<file path="src/rtl/t1zs_pkg.sv">
package t1zs_pkg;
   // Symbol held in the look-ahead window
   typedef enum logic [1:0] {
      SYM_ZERO = 2'd0,
      SYM_MARK = 2'd1,
      SYM_VIOL = 2'd2,
      SYM_IDLE = 2'd3
   } sym_e;

   // Ones-density method selected at run time
   typedef enum logic [1:0] {
      ZS_AMI   = 2'b00,
      ZS_STUFF = 2'b01,
      ZS_B8ZS  = 2'b10,
      ZS_RSVD  = 2'b11
   } zs_mode_e;
endpackage

</file>
<file path="src/rtl/t1zs_slot_ser.sv">
module t1zs_slot_ser #(
   parameter int SLOTS  = 24,
   parameter int SLOT_W = 8
) (
   input  logic              clk,
   input  logic              rst_n,
   input  logic              bit_en,
   input  logic              stuff_en,
   input  logic              fbit_in,
   input  logic [SLOT_W-1:0] byte_in,
   input  logic              byte_valid,
   output logic              byte_ready,
   output logic              ser_bit,
   output logic              ser_fstart
);
   localparam int FRAME_BITS = 1 + SLOTS * SLOT_W;
   localparam int PW         = $clog2(FRAME_BITS);
   localparam int SBW        = (SLOT_W > 1) ? $clog2(SLOT_W) : 1;

   logic [PW-1:0]     pos_q;
   logic [SBW-1:0]    sb_q;
   logic [SLOT_W-1:0] hold_q;
   logic              full_q;
   logic [SLOT_W-1:0] shr_q;
   logic [SLOT_W-1:0] slot_word;
   logic              at_fbit;
   logic              at_slot0;

   assign at_fbit  = (pos_q == '0);
   assign at_slot0 = !at_fbit && (sb_q == '0);
   assign byte_ready = !full_q;

   always_comb begin
      slot_word = full_q ? hold_q : '0;
      if (stuff_en && (slot_word == '0))
         slot_word = SLOT_W'(1);
   end

   always_comb begin
      if (at_fbit)       ser_bit = fbit_in;
      else if (at_slot0) ser_bit = slot_word[SLOT_W-1];
      else               ser_bit = shr_q[SLOT_W-1];
   end
   assign ser_fstart = at_fbit;

   always_ff @(posedge clk or negedge rst_n) begin
      if (!rst_n) begin
         pos_q  <= '0;
         sb_q   <= '0;
         hold_q <= '0;
         full_q <= 1'b0;
         shr_q  <= '0;
      end else begin
         if (byte_valid && !full_q) begin
            hold_q <= byte_in;
            full_q <= 1'b1;
         end else if (bit_en && at_slot0) begin
            full_q <= 1'b0;
         end
         if (bit_en) begin
            pos_q <= (pos_q == PW'(FRAME_BITS - 1)) ? '0 : pos_q + 1'b1;
            if (!at_fbit)
               sb_q <= (sb_q == SBW'(SLOT_W - 1)) ? '0 : sb_q + 1'b1;
            if (at_slot0) shr_q <= slot_word << 1;
            else          shr_q <= shr_q << 1;
         end
      end
   end
endmodule

</file>
<file path="src/rtl/t1zs_subst_win.sv">
module t1zs_subst_win
   import t1zs_pkg::*;
#(
   parameter int RUN     = 8,
   parameter bit HAS_SUB = 1'b1
) (
   input  logic clk,
   input  logic rst_n,
   input  logic bit_en,
   input  logic sub_en,
   input  logic din,
   input  logic fin,
   output sym_e sym_out,
   output logic fs_out
);
   sym_e           win_q [RUN];
   sym_e           win_d [RUN];
   logic [RUN-1:0] fwin_q;
   logic           sub_ok;
   logic           all_zero;

   // Replacement pattern, index RUN-1 is the oldest bit
   function automatic sym_e sub_sym(input int idx);
      case (idx)
         0, 3:    sub_sym = SYM_MARK;
         1, 4:    sub_sym = SYM_VIOL;
         default: sub_sym = SYM_ZERO;
      endcase
   endfunction

   generate
      if (HAS_SUB) begin : g_sub
         if (RUN != 8) begin : g_bad_run
            $error("substitution window must be eight bits");
         end
         assign sub_ok = sub_en;
      end else begin : g_nosub
         assign sub_ok = sub_en & 1'b0;
      end
   endgenerate

   always_comb begin
      win_d[0] = din ? SYM_MARK : SYM_ZERO;
      for (int i = 1; i < RUN; i++) win_d[i] = win_q[i-1];
      all_zero = 1'b1;
      for (int i = 0; i < RUN; i++)
         if (win_d[i] != SYM_ZERO) all_zero = 1'b0;
      if (sub_ok && all_zero)
         for (int i = 0; i < RUN; i++) win_d[i] = sub_sym(i);
   end

   always_ff @(posedge clk or negedge rst_n) begin
      if (!rst_n) begin
         for (int i = 0; i < RUN; i++) win_q[i] <= SYM_IDLE;
         fwin_q <= '0;
      end else if (bit_en) begin
         for (int i = 0; i < RUN; i++) win_q[i] <= win_d[i];
         fwin_q <= {fwin_q[RUN-2:0], fin};
      end
   end

   assign sym_out = win_q[RUN-1];
   assign fs_out  = fwin_q[RUN-1];
endmodule

</file>
<file path="src/rtl/t1zs_line_enc.sv">
module t1zs_line_enc
   import t1zs_pkg::*;
(
   input  logic clk,
   input  logic rst_n,
   input  logic bit_en,
   input  sym_e sym_in,
   input  logic fs_in,
   output logic line_pos,
   output logic line_neg,
   output logic frame_start
);
   // pol_q: 1 when the last pulse was negative
   logic pol_q;

   always_ff @(posedge clk or negedge rst_n) begin
      if (!rst_n) begin
         pol_q       <= 1'b1;
         line_pos    <= 1'b0;
         line_neg    <= 1'b0;
         frame_start <= 1'b0;
      end else if (bit_en) begin
         frame_start <= fs_in;
         case (sym_in)
            SYM_MARK: begin
               pol_q    <= ~pol_q;
               line_pos <= pol_q;
               line_neg <= ~pol_q;
            end
            SYM_VIOL: begin
               line_pos <= ~pol_q;
               line_neg <= pol_q;
            end
            default: begin
               line_pos <= 1'b0;
               line_neg <= 1'b0;
            end
         endcase
      end
   end
endmodule

</file>
<file path="src/rtl/t1_zs_tx.sv">
module t1_zs_tx
   import t1zs_pkg::*;
#(
   parameter int SLOTS    = 24,
   parameter int SLOT_W   = 8,
   parameter bit HAS_B8ZS = 1'b1
) (
   input  logic              clk,
   input  logic              rst_n,
   input  logic              bit_en,
   input  logic [1:0]        zs_mode,
   input  logic              fbit_in,
   input  logic [SLOT_W-1:0] byte_in,
   input  logic              byte_valid,
   output logic              byte_ready,
   output logic              line_pos,
   output logic              line_neg,
   output logic              frame_start
);
   localparam int RUN = 8;

   generate
      if (SLOTS < 1) begin : g_bad_slots
         $error("SLOTS must be at least one");
      end
      if (SLOT_W < 2) begin : g_bad_width
         $error("SLOT_W must be at least two");
      end
   endgenerate

   logic stuff_en;
   logic sub_en;
   logic ser_bit;
   logic ser_fstart;
   sym_e win_sym;
   logic win_fs;

   assign stuff_en = (zs_mode == ZS_STUFF);
   assign sub_en   = (zs_mode == ZS_B8ZS);

   t1zs_slot_ser #(.SLOTS(SLOTS), .SLOT_W(SLOT_W)) u_ser (
      .clk        (clk),
      .rst_n      (rst_n),
      .bit_en     (bit_en),
      .stuff_en   (stuff_en),
      .fbit_in    (fbit_in),
      .byte_in    (byte_in),
      .byte_valid (byte_valid),
      .byte_ready (byte_ready),
      .ser_bit    (ser_bit),
      .ser_fstart (ser_fstart)
   );

   t1zs_subst_win #(.RUN(RUN), .HAS_SUB(HAS_B8ZS)) u_win (
      .clk     (clk),
      .rst_n   (rst_n),
      .bit_en  (bit_en),
      .sub_en  (sub_en),
      .din     (ser_bit),
      .fin     (ser_fstart),
      .sym_out (win_sym),
      .fs_out  (win_fs)
   );

   t1zs_line_enc u_enc (
      .clk         (clk),
      .rst_n       (rst_n),
      .bit_en      (bit_en),
      .sym_in      (win_sym),
      .fs_in       (win_fs),
      .line_pos    (line_pos),
      .line_neg    (line_neg),
      .frame_start (frame_start)
   );
endmodule

</file>
<file path="config.mk">
export PLATFORM = sky130hd
export DESIGN_NAME = t1_zs_tx
export DESIGN_NICKNAME = d
export VERILOG_FILES = /design/src/rtl/t1zs_pkg.sv /design/src/rtl/t1zs_slot_ser.sv /design/src/rtl/t1zs_subst_win.sv /design/src/rtl/t1zs_line_enc.sv /design/src/rtl/t1_zs_tx.sv
export SDC_FILE = /design/constraint.sdc
export NUM_CORES = 1
export LEC_CHECK = 0
export ABC_CLOCK_PERIOD_IN_PS = 3300
export BUFFER_PORTS_ARGS = -buffer_cell sky130_fd_sc_hd__buf_2
export CORE_ASPECT_RATIO = 0.7
export CORE_UTILIZATION = 38
export CTS_BUF_LIST = sky130_fd_sc_hd__clkbuf_16
export DETAILED_ROUTE_END_ITERATION = 8
export GPL_TIMING_DRIVEN = 1
export HOLD_SLACK_MARGIN = 0.15
export PLACE_DENSITY = 0.56
export SYNTH_ARGS = -nofsm -noshare
export SYNTH_HDL_FRONTEND = slang
export SYNTH_HIERARCHICAL = 1
export SYNTH_SLANG_ARGS = --single-unit
</file>
<file path="constraint.sdc">
create_clock -name clk -period 3.3 [get_ports clk]
set_input_delay 0.495 -clock clk [delete_from_list [all_inputs] [get_ports clk]]
set_output_delay 0.495 -clock clk [all_outputs]
set_load 0.01 [all_outputs]
</file>
After elaboration in Yosys (flattened, before gate mapping) --
Index checks and enable logic that the tools add are counted.
Operators by class: add/subtract/negate cells 2, $mul 0, divide/modulo/power cells 0, order comparisons 0, eq/ne operators 6, shifts and indexed selects 0, muxes and demuxes 21, bitwise logic cells 2, reductions and logical operators 21
Operators with widths (number):
- $mux W8 | 4
- $reduce_bool A2 Y1 | 9
- $logic_not A8 Y1 | 2
- $mux W16 | 1
- $mux W1 | 13
- $add A8 B1 Y8 const B | 1
- $eq A8 B8 Y1 const B | 1
- $logic_and A1 B1 Y1 | 5
- $eq A2 B1 Y1 const B | 2
- $eq A2 B2 Y1 const B | 2
- $pmux W1 S2 | 2
- $reduce_and A2 Y1 | 2
- $add A3 B1 Y3 const B | 1
- $eq A3 B3 Y1 const B | 1
- $logic_not A3 Y1 | 1
- $mux W3 | 1
- $logic_not A1 Y1 | 2
- $not A1 Y1 | 2
Storage, ports and cells: register bits 56, latch bits 0, bits in writable memories 0, bits in read-only memories 0, input port bits 15, output and inout port bits 4, word-level logic and storage cells 70, memories 0

Depth between registers and ports, before layout --
Gate-level depths: netlist of the first run.
word-level depth 18, mapped depth 8, depth with buffers taken out 8

By module --
The synthesis of the first run kept the hierarchy.
Modules (own cells, without submodules):
- t1zs_slot_ser | times used 1, cells an instance 110, area each 1333.8 µm², seq. area each 675.6 µm²
- t1zs_subst_win | times used 1, cells an instance 58, area each 974.7 µm², seq. area each 620.6 µm²
- t1zs_line_enc | times used 1, cells an instance 14, area each 176.4 µm², seq. area each 101.3 µm²
- t1_zs_tx | times used 1, cells an instance 2, area each 15.0 µm², seq. area each 0.0 µm²

Least setup slack after synthesis of the first run --
No wires, ideal clock.
kind reg-to-reg, from register u_ser.pos_q[0], to register u_win/win_q[13] (netlist name), setup time 0.061 ns, data arrival time 2.192 ns, data required time 3.239 ns, setup slack 1.047 ns, cell stages (with the launch flop) 9, path buffers 0, clock period less this slack 2.253 ns, cell sequence dfrtp_1 -> inv_1 -> ha_1 -> nor3b_2 -> and2_1 -> o21ai_1 -> or4_4 -> o41ai_4 -> o22a_1
On the way: cells in the longest elaborated chain, start to end 17
Ends and longest elaborated chain:
- from (decl) | line t1zs_slot_ser.sv:20 | logic [PW-1:0] pos_q;
- from (signal assigned) | line t1zs_slot_ser.sv:61 | pos_q <= (pos_q == PW'(FRAME_BITS - 1)) ? '0 : pos_q + 1'b1;
- $logic_not A8 Y1 (*) | line t1zs_slot_ser.sv:29 | assign at_fbit = (pos_q == '0);
- via ser_fstart | line t1_zs_tx.sv:34 | logic ser_fstart;
- $logic_not A1 Y1 | line t1zs_slot_ser.sv:30 | assign at_slot0 = !at_fbit && (sb_q == '0);
- $logic_and A1 B1 Y1 | line t1zs_slot_ser.sv:30
- $mux W1 | line t1zs_slot_ser.sv:41 | else if (at_slot0) ser_bit = slot_word[SLOT_W-1];
- $mux W1 (*) | line t1zs_slot_ser.sv:40 | if (at_fbit) ser_bit = fbit_in;
- via ser_bit | line t1_zs_tx.sv:33 | logic ser_bit;
- $mux W1 (*) | line t1zs_subst_win.sv:43 | win_d[0] = din ? SYM_MARK : SYM_ZERO;
- $reduce_bool A2 Y1 (*) | line t1zs_subst_win.sv:47 | if (win_d[i] != SYM_ZERO) all_zero = 1'b0;
- $mux W1 (*) (8 in series) | line t1zs_subst_win.sv:47
- $logic_and A1 B1 Y1 (*) | line t1zs_subst_win.sv:48 | if (sub_ok && all_zero)
- $mux W16 (*) | line t1zs_subst_win.sv:48
- to (decl) | line t1zs_subst_win.sv:16 | sym_e win_q [RUN];
Mark *: on every way through the listed nets, which the timed path passes. The rest lies on a longest branch. A chain may end at the register's enable or synchronous reset.

Worst setup path in the final report of the first run --
from register u_ser.pos_q[0], to register u_win/win_q[8] (netlist name)
The elaborated chain is that of the path after synthesis.

==> results.yml, run 1 <==
clocking:
  post-cts-setup-buffers: 0
  tritoncts_clock_tree: "yes"
  cts_htree_levels: 2
  cts.root.buffer_cell: "clkbuf_16"
  cts_sinks: 55
  post_cts_resized: 0
  number_of_hold_repair_buffers_added_at_the_cts_stage: 0
  clk_pin_slew_ns: 0.06
  cts_made_buffers: 5
  insertion_delay_ns: 0.29
  cts_max_path_buffers: 2
grt:
  gr-total-overflow: 0
  grt_first_pass_wirelength_um: 7624
  grt_use_total_pct: 14.18
  grt_start_max_net_pins: 48
  antenna_found_initial: 0
  first_global_vias: 1570
finish:
  layout-area-overhead-vs-synth_pct: 12.21
  finish.utilization_pct: 44.70
  nets: 223
  insertedDiodeCount: 0
  final.fill_count: 591
  share_of_post_route_cells_with_drive_strength_above_1_pct: 41.18
sta:
  layout_min_cycle_time_ns: 2.588
  timing.final.crit_share_pct: 78.42
  grt_setup_unrepaired: "false"
  timing.fmax_ghz: 0.3864
  max_slew.worst_pin.slew_ns: 1.033
  report.final.hold_viol_count: 0
  tns_ns: 0
  finClkSkew_ns: 0.004280
  number_of_slew_limit_violations_in_the_final_report: 0
  finalSetupViolCount: 0
  holdWs_ns: 0.3899
  relative_max_transition_margin_pct: 31.15
synthesis:
  synth.net_count: 204
  post-synth-top-count-cell: "dfrtp_1"
  netlist_area_um2: 2500
  synth_warnings: 6
  ys_seq_elements: 55
  synth_enable_flop_cells: 0
  synthDistinctLibCells: 47
  ys_seq_area_share_pct: 55.91
  synthTopCellsByArea: "dfrtp_1, dfstp_2, mux2_2"
  dominantRegCellSynth: "dfrtp_1"
  yosys.area.top_type: "dfrtp_1"
  synth_commonest_cells: "dfrtp_1, mux2_2, dfstp_2"
  synthArstFlopShare_pct: 100.0
  synth_area_per_cell_um2: 13.59
  synthesized_instance_count: 184
  synth_largest_type_area_fraction_pct: 38.04
die:
  design.die.area_um2: 6912
  pin_count: 19
  chipHeight_um: 69.86
  fp.dieW_um: 98.95
  fp-row-count: 24
  core_area_um2: 6276
  floorplan.initialDensity_pct: 39.83
routing:
  detail_route.wirelength_um: 4452
  number_of_antenna_violating_nets_in_the_routed_design: 0
  via_per_inst: 5.298
  dr.pass1.iters: 4
  number_of_vias_in_the_routed_layout: 1494
  drt_drc_violations_left: 0
  wire_per_inst_um: 15.79
  initialDrtViolationCount: 53
power:
  power.total_mw: 2.302
  ir_drop_v: 0.0003034
  p_leak_nw: 1.229
  p_per_area_nw_per_um2: 820.5
placement:
  globalplace.congestion: 0.7319
  io_buffer_count: 18
  detailedPlacementHpwl_um: 3155
critical_path:
  critPathArrivalTime_ns: 2.81
  timing.critical_path.to_type: "register"
  critPathMaxFanout: 8
  timing_worst_setup_path_type: "reg -> reg"
  timing.critical_path.from_type: "register"
  cp.buffers_inverters: 1
  critical-path-max-stage-delay_ns: 0.48
  critPathTopFamily: "simple AND/OR/NAND/NOR gates"
  crit_chain: "inv_1 > ha_1 > nor3b_2 > and2_1 > o21ai_1 > or4_4 > o41ai_4 > o22a_1"
  required_ns: 3.53
  crit_slowest_cell: "nor3b_2"
job:
  cap_viol_max_count: 0
outcome:
  status: "complete, no violations"
worst_hold_path:
  hold_path_class: "in -> async"
[cell families (layout without fill, tap and decap cells)]
family | count (synthesis) | count (layout) | share of synthesized area [%]
simple gates | 36 | 36 | 10.46
compound gates | 30 | 30 | 10.01
buf+inv | 16 | 36 | 2.903
flops | 55 | 55 | 55.91
xor+xnor | 4 | 4 | 1.401
fa+ha+maj | 5 | 5 | 2.503
mux | 38 | 38 | 16.82
[final cells by class]
| cell class | count | area, um^2 | area share, % |
|---|---|---|---|
| sequential | 55 | 1398 | 49.82 |
| multi-input combinational | 113 | 1030 | 36.71 |
| clock buffer | 5 | 125.1 | 4.460 |
| timing repair buffer | 20 | 105.1 | 3.747 |
| tap | 78 | 97.59 | 3.479 |
| inverter | 8 | 30.03 | 1.070 |
| clock inverter | 3 | 20.02 | 0.7136 |
[worst reg2reg max path: cells and delay by family (launching register included)]
| kind | cells | cell delay (ns) |
|---|---|---|
| buf+inv | 1 | 0.09 |
| flops | 1 | 0.41 |
| simple gates | 3 | 1.15 |
| fa+ha+maj | 1 | 0.14 |
| compound gates | 3 | 0.75 |
[sequential cells by signal, indices dropped and copies added (netlist names), 2 cells and up]
register and flops:
u_win/fwin_q 8, u_win/win_q 14, u_ser/hold_q 8, u_win/sym_out 2, u_ser/pos_q 8, u_ser/shr_q 7
u_ser/sb_q 3
[path summary, 6_finish.rpt]
path                       cells past startpoint             from  slack [ns]         endpoint
max                                            8   u_ser/pos_q[0]        0.71   u_win/win_q[8]
min in group clk                               2       byte_in[0]        0.44  u_ser/hold_q[0]
max in group asynchronous                      2            rst_n        2.11  u_win/win_q[14]
max reg2reg                                    8   u_ser/pos_q[0]        0.71   u_win/win_q[8]
min reg2reg                                    1  u_win/win_q[15]        0.50  u_win/win_q[15]
min                                            1            rst_n        0.39   u_ser/pos_q[5]
[layer usage]
layer | global-route usage (%) | part of all wire, %
met2 | 21.60 | 46
met3 | 3.604 | 3.5
met1 | 19.69 | 49
met5 | 0 | 0
met4 | 4.975 | 1.2
[cells in the final DEF (no fill, tap or decap), types with 3 or more instances in the layout]
cell type,instances
buf_2,18
o22a_1,4
nand2_1,6
mux2i_1,6
dfrtp_1,38
a31oi_1,6
nor2_1,3
nor2b_1,3
mux2_1,3
inv_1,8
o2bb2ai_1,6
clkbuf_16,5
o21ai_1,3
xnor2_1,4
mux2_2,29
ha_1,5
dfstp_2,17
[stage by stage]
step / cell area [um^2] / cells / setup WS [ns]
after floorplan: 2500 / 184 / 1.047
after global placement: 2660 / 274 / 0.9074
after detailed placement: 2660 / 274 / 0.7653
after CTS: 2805 / 282 / 0.7514
after global routing: 2805 / 282 / 0.6475
final: 2805 / 282 / 0.7122
[power by group]
part | total [mW] | leakage (nW) | switching (mW) | internal [mW]
sequential | 1.21 | 0.663 | 0.224 | 0.986
clock | 0.504 | 0.0658 | 0.224 | 0.280
combinational | 0.589 | 0.500 | 0.266 | 0.323
Note: power is estimated with default switching activity, not from simulation.
==> inputs of run 2 (changes only) <==
--- a/config.mk
+++ b/config.mk
@@ -5,7 +5,8 @@
 export SDC_FILE = /design/constraint.sdc
 export NUM_CORES = 1
 export LEC_CHECK = 0
-export ABC_CLOCK_PERIOD_IN_PS = 3300
+export ABC_AREA = 1
+export ABC_CLOCK_PERIOD_IN_PS = 2200
 export BUFFER_PORTS_ARGS = -buffer_cell sky130_fd_sc_hd__buf_2
 export CORE_ASPECT_RATIO = 0.7
 export CORE_UTILIZATION = 38
@@ -13,7 +14,7 @@
 export DETAILED_ROUTE_END_ITERATION = 8
 export GPL_TIMING_DRIVEN = 1
 export HOLD_SLACK_MARGIN = 0.15
-export PLACE_DENSITY = 0.56
+export PLACE_DENSITY = 0.57
 export SYNTH_ARGS = -nofsm -noshare
 export SYNTH_HDL_FRONTEND = slang
 export SYNTH_HIERARCHICAL = 1
==> constraint.sdc (replaced) <==
create_clock -name clk -period 2.2 [get_ports clk]
set_input_delay 0.33 -clock clk [delete_from_list [all_inputs] [get_ports clk]]
set_output_delay 0.33 -clock clk [all_outputs]
set_load 0.01 [all_outputs]
==> results.yml, run 2 <==
clocking:
  insertion_delay_ns: 0.28
  cts_made_buffers: 5
  tritoncts_clock_tree: "yes"
  cts_sinks: 55
  clk_pin_slew_ns: 0.07
  cts_htree_levels: 2
  number_of_hold_repair_buffers_added_at_the_cts_stage: 1
  cts_max_path_buffers: 2
  post_cts_resized: 0
  post-cts-setup-buffers: 0
  cts.root.buffer_cell: "clkbuf_16"
routing:
  dr.pass1.iters: 4
  number_of_vias_in_the_routed_layout: 1905
  detail_route.wirelength_um: 4624
  number_of_antenna_violating_nets_in_the_routed_design: 0
  wire_per_inst_um: 10.63
  highest_layer: "met4"
  initialDrtViolationCount: 100
  wl_met1_um: 2589
  via_per_inst: 4.379
  routed-wl-met2_um: 1851
  drt_drc_violations_left: 0
  wl_met3_um: 148
grt:
  grt_use_total_pct: 14.66
  gr-total-overflow: 0
  antenna_found_initial: 0
  first_global_vias: 1862
  grt_first_pass_wirelength_um: 8480
  grt_start_max_net_pins: 37
die:
  core_area_um2: 6819
  chipHeight_um: 72.53
  fp.dieW_um: 102.8
  pin_count: 19
  fp-row-count: 25
  design.die.area_um2: 7452
  floorplan.initialDensity_pct: 39.60
critical_path:
  crit_chain: "inv_1 > ha_1 > nand2_4 > inv_2 > nand2_8 > o21ai_0 > nor2_1 > nor2_1 > nand2_1 > nor2_1 > nand2_1 > a21oi_1"
  required_ns: 2.41
  timing.critical_path.mode_cell: "nor2_1"
  r2r-start: "u_ser/pos_q[0]"
  r2r_end: "u_win/win_q[8]"
  timing_worst_setup_path_type: "reg -> reg"
  crit_slowest_cell: "dfrtp_1"
  critPathTopFamily: "simple AND/OR/NAND/NOR gates"
  critical-path-max-stage-delay_ns: 0.39
  regToRegSetupSlack_ns: 0.43
  worst_r2r_path_depth: 12
  critPathArrivalTime_ns: 1.98
  critPathMaxFanout: 9
  cp.buffers_inverters: 2
  timing.critical_path.from_type: "register"
  timing.critical_path.to_type: "register"
synthesis:
  synthTopCellsByArea: "dfrtp_1, dfstp_2, nand2_1"
  netlist_area_um2: 2700
  dominantRegCellSynth: "dfrtp_1"
  yosys.area.top_type: "dfrtp_1"
  ys_seq_elements: 55
  synthArstFlopShare_pct: 100.0
  synth_largest_type_area_fraction_pct: 35.22
  synthDistinctLibCells: 30
  synth_warnings: 6
  synth.net_count: 340
  synthesized_instance_count: 320
  ys_seq_area_share_pct: 51.76
  post-synth-top-count-cell: "nand2_1"
  synth_enable_flop_cells: 0
  synth_commonest_cells: "nand2_1, dfrtp_1, inv_1"
  synth_area_per_cell_um2: 8.438
power:
  p_per_area_nw_per_um2: 1104
  ir_drop_v: 0.0004781
  p_leak_nw: 1.593
sta:
  grt_setup_unrepaired: "false"
  timing.fmax_ghz: 0.5650
  layout_min_cycle_time_ns: 1.770
  finClkSkew_ns: 0.002861
  holdWs_ns: 0.2737
  number_of_slew_limit_violations_in_the_final_report: 0
  report.final.hold_viol_count: 0
  timing.final.crit_share_pct: 80.45
  finalSetupViolCount: 0
  tns_ns: 0
  max_slew.worst_pin.slew_ns: 0.5407
  relative_max_transition_margin_pct: 63.91
finish:
  insertedDiodeCount: 0
  seq_area_um2: 1398
  largest_register_ffs: 14
  total_area_of_multi_input_combinational_cells_um2: 1084
  final.fill_count: 701
  most-common-layout-cells: "nand2_1, dfrtp_1, inv_1"
  layout-area-overhead-vs-synth_pct: 13.21
  top_register: "u_win/win_q"
  share_of_post_route_cells_with_drive_strength_above_1_pct: 21.41
  nets: 360
  most_common_library_cell_in_the_layout_ignoring_fill_and_taps: "nand2_1"
placement:
  detailedPlacementHpwl_um: 3258
  globalplace.congestion: 0.7527
  io_buffer_count: 18
worst_hold_path:
  hold_path_class: "in -> reg"
  hold-path-cell-count: 2
  hold_path.startpoint: "byte_in[1]"
  hold_path_sink: "u_ser/hold_q[1]"
job:
  cap_viol_max_count: 0
outcome:
  status: "complete, no violations"
## run 2: cell count changes in the layout (fill, tap and decap cells not counted), sizes merged, moves of 6 or more
cell / previous run / this run
mux2i: 6 / 0
nand3: 1 / 15
a31oi: 6 / 0
inv: 8 / 39
nor2: 3 / 34
nand2: 6 / 119
mux2: 32 / 8
o2bb2ai: 6 / 0
o21ai: 3 / 19
## run 2: logic make-up after synthesis
logic type,share of synthesized area [%]
AND/OR/NAND/NOR,28.08
flip-flops,51.76
buffers and inverters,8.109
AO/OA/AOI/OAI,5.422
multiplexers,3.337
adder cells (fa/ha/maj),2.317
XOR/XNOR,0.9733
## run 2: how the worst max path moves through the flow
stage	startpoint	to	slack, ns	cells past startpoint
finish	u_ser/pos_q[0]	u_win/win_q[8]	0.43	12
global route	u_ser/pos_q[0]	u_win/win_q[14]	0.24	12
CTS	u_ser/pos_q[0]	u_win/win_q[8]	0.43	12
detailed placement	u_ser/pos_q[0]	u_win/win_q[13]	0.46	12
global placement	u_ser/pos_q[0]	u_win/win_q[7]	0.47	12
floorplan	u_ser/sb_q[0]	u_win/win_q[13]	0.52	12
## run 2: layout make-up
type / count / area share (%)
flip-flops and latches: 55 / 45.72
well taps: 94 / 3.848
inverters: 39 / 4.953
clock inverters: 3 / 1.269
repair buffers: 23 / 4.666
clock buffers: 5 / 4.093
multi-input cells: 216 / 35.45
## run 2: through the flow
stage / utilization [%] / instance area, um^2 / setup slack (ns) / std cells / total power, mW
5_1_grt: 44.83 / 3057 / 0.2403 / 435 / 3.663
3_3_place_gp: 42.28 / 2883 / 0.4736 / 426 / 2.503
6_report: 44.83 / 3057 / 0.4302 / 435 / 3.376
4_1_cts: 44.83 / 3057 / 0.4331 / 435 / 3.416
3_5_place_dp: 42.28 / 2883 / 0.4576 / 426 / 2.518
2_1_floorplan: - / 2700 / 0.5250 / 320 / 2.289
## run 2: per-layer routing
layer,vias up,track usage [%]
li1,1018,-
met1,855,21.35
met2,28,21.93
met3,4,3.468
met4,0,3.756
met5,-,0
## run 2: power breakdown
| group | total (mW) | switching [mW] | internal (mW) |
|---|---|---|---|
| sequential | 1.57 | 0.232 | 1.34 |
| clock | 0.876 | 0.344 | 0.531 |
| combinational | 0.927 | 0.531 | 0.396 |
==> inputs of run 3 (changes only) <==
--- a/config.mk
+++ b/config.mk
@@ -6,7 +6,7 @@
 export NUM_CORES = 1
 export LEC_CHECK = 0
 export ABC_AREA = 1
-export ABC_CLOCK_PERIOD_IN_PS = 2200
+export ABC_CLOCK_PERIOD_IN_PS = 1600
 export BUFFER_PORTS_ARGS = -buffer_cell sky130_fd_sc_hd__buf_2
 export CORE_ASPECT_RATIO = 0.7
 export CORE_UTILIZATION = 38
==> constraint.sdc (replaced) <==
create_clock -name clk -period 1.6 [get_ports clk]
set_input_delay 0.24 -clock clk [delete_from_list [all_inputs] [get_ports clk]]
set_output_delay 0.24 -clock clk [all_outputs]
set_load 0.01 [all_outputs]
==> results.yml, run 3 (same netlist as run 2, synthesis figures left out) <==
power:
  p_leak_nw: 1.705
  p_per_area_nw_per_um2: 1535
  ir_drop_v: 0.0005871
  power.total_mw: 5.052
finish:
  nets: 383
  layout-area-overhead-vs-synth_pct: 21.92
  largest_register_ffs: 14
  most_common_library_cell_in_the_layout_ignoring_fill_and_taps: "nand2_1"
  insertedDiodeCount: 0
  most-common-layout-cells: "nand2_1, dfrtp_1, inv_1"
  top_register: "u_win/win_q"
  share_of_post_route_cells_with_drive_strength_above_1_pct: 30.49
critical_path:
  r2r_end: "u_win/win_q[14]"
  regToRegSetupSlack_ns: 0.03
  critical-path-max-stage-delay_ns: 0.39
  timing.critical_path.to_type: "register"
  crit_slowest_cell: "dfrtp_1"
  worst_r2r_path_depth: 12
  critPathTopFamily: "simple AND/OR/NAND/NOR gates"
  cp.buffers_inverters: 2
  required_ns: 1.81
  crit_chain: "inv_2 > ha_4 > inv_2 > nor2_4 > o21ai_4 > a21oi_2 > nor2_2 > nor2_1 > nand2_1 > nor2_2 > nand2_2 > a21oi_2"
  setup.worst_path.end: "u_win/win_q[14]"
  timing.critical_path.from_type: "register"
  r2r-start: "u_ser/sb_q[1]"
  critPathArrivalTime_ns: 1.79
  cp-startpoint: "u_ser/sb_q[1]"
  timing_worst_setup_path_type: "reg -> reg"
  crit_cells: 12
  critPathMaxFanout: 4
placement:
  globalplace.congestion: 0.7397
  io_buffer_count: 18
  preCtsSetupSlack_ns: -0.07769
  detailedPlacementHpwl_um: 3258
grt:
  first_global_vias: 2048
  grt_use_total_pct: 15.47
  grt_start_max_net_pins: 56
  grt_first_pass_wirelength_um: 8942
  antenna_found_initial: 0
  gr-total-overflow: 0
sta:
  grt_setup_unrepaired: "true"
  max_slew.worst_pin.slew_ns: 0.3216
  number_of_slew_limit_violations_in_the_final_report: 0
  timing.fmax_ghz: 0.6355
  final.setup.worst_slack_ns: 0.02639
  timing.final.crit_share_pct: 98.35
  finClkSkew_ns: 0.002254
  tns_ns: 0
  layout_min_cycle_time_ns: 1.574
  finalSetupViolCount: 0
  report.final.hold_viol_count: 0
  relative_max_transition_margin_pct: 78.56
routing:
  wire_per_inst_um: 10.71
  number_of_antenna_violating_nets_in_the_routed_design: 0
  via_per_inst: 4.459
  initialDrtViolationCount: 131
  drt_drc_violations_left: 0
  detail_route.wirelength_um: 4907
  number_of_vias_in_the_routed_layout: 2042
  dr.pass1.iters: 4
die:
  fp-row-count: 25
  core_area_um2: 6819
  floorplan.initialDensity_pct: 39.60
  pin_count: 19
  chipHeight_um: 72.53
  fp.dieW_um: 102.8
  design.die.area_um2: 7452
clocking:
  cts_htree_levels: 2
  cts_max_path_buffers: 2
  insertion_delay_ns: 0.28
  tritoncts_clock_tree: "yes"
  cts.root.buffer_cell: "clkbuf_16"
  cts_sinks: 55
  cts_made_buffers: 5
  clk_pin_slew_ns: 0.07
job:
  cap_viol_max_count: 0
outcome:
  status: "complete, no violations"
worst_hold_path:
  hold_path_class: "in -> reg"
[run 3: cell count changes in the layout (fill, tap and decap cells not counted), moves of 2 or more]
cell and change:
a21oi_2 +4, nor2_1 -2, buf_4 +22, a21oi_1 -4
inv_1 -5, ha_4 +2, inv_2 +4, ha_1 -2
[run 3: where the power goes]
| group | internal, mW | leakage (nW) | switching [mW] |
|---|---|---|---|
| sequential | 1.84 | 0.661 | 0.293 |
| clock | 0.730 | 0.0812 | 0.466 |
| combinational | 0.841 | 0.963 | 0.879 |
[run 3: final cells by class]
type                       instances  area [um^2]
inverter                          39        153.9
fill                             713         3527
clock buffer                       5        125.1
clock inverter                     3        38.79
sequential                        55         1398
multi-input combinational        216         1140
timing repair buffer              46        319.1
tap                               94        117.6
[run 3: worst min path at each step]
stage / start / endpoint / slack [ns] / cells past startpoint
floorplan: rst_n / u_enc/frame_start / -0.06 / 0
global route: byte_in[1] / u_ser/hold_q[1] / 0.18 / 2
finish: byte_in[3] / u_ser/hold_q[3] / 0.18 / 2
global placement: rst_n / u_ser/hold_q[1] / 0.26 / 2
detailed placement: rst_n / u_ser/hold_q[1] / 0.26 / 2
CTS: byte_in[3] / u_ser/hold_q[3] / 0.18 / 2
[run 3: repair_timing]
| action | CTS | global route |
|---|---|---|
| gates cloned | 0 | 0 |
| hold buffers | 1 | 0 |
| hold endpoints to repair | 38 | 0 |
| pin swaps | 7 | 3 |
| resized for setup | 14 | 6 |
| setup buffers | 4 | 2 |
| endpoints found under the setup margin | 4 | 11 |
[run 3: worst reg2reg max path, stage by stage, from the launching register on]
cell and delay [ns]:
dfrtp_1 0.39, inv_2 0.08, ha_4 0.13, inv_2 0.03, nor2_4 0.12, o21ai_4 0.08, a21oi_2 0.12, nor2_2 0.06
nor2_1 0.09, nand2_1 0.07, nor2_2 0.09, nand2_2 0.10, a21oi_2 0.15
[run 3: layer usage]
layer / up-vias / share of wire, % / global-route usage, %
met5: - / 0 / 0
met4: 0 / 0.53 / 4.538
met3: 2 / 3.3 / 3.757
met2: 34 / 43 / 24.00
met1: 937 / 53 / 21.54
li1: 1069 / - / -
[run 3: stage by stage]
stage | instances | hold slack, ns | cell area, um^2 | utilization, %
global placement | 443 | 0.2594 | 3015 | 44.22
detailed placement | 443 | 0.2620 | 3015 | 44.22
finish | 458 | 0.1816 | 3292 | 48.28
global route | 458 | 0.1845 | 3292 | 48.28
floorplan | 320 | -0.05559 | 2705 | -
CTS | 456 | 0.1782 | 3261 | 47.82
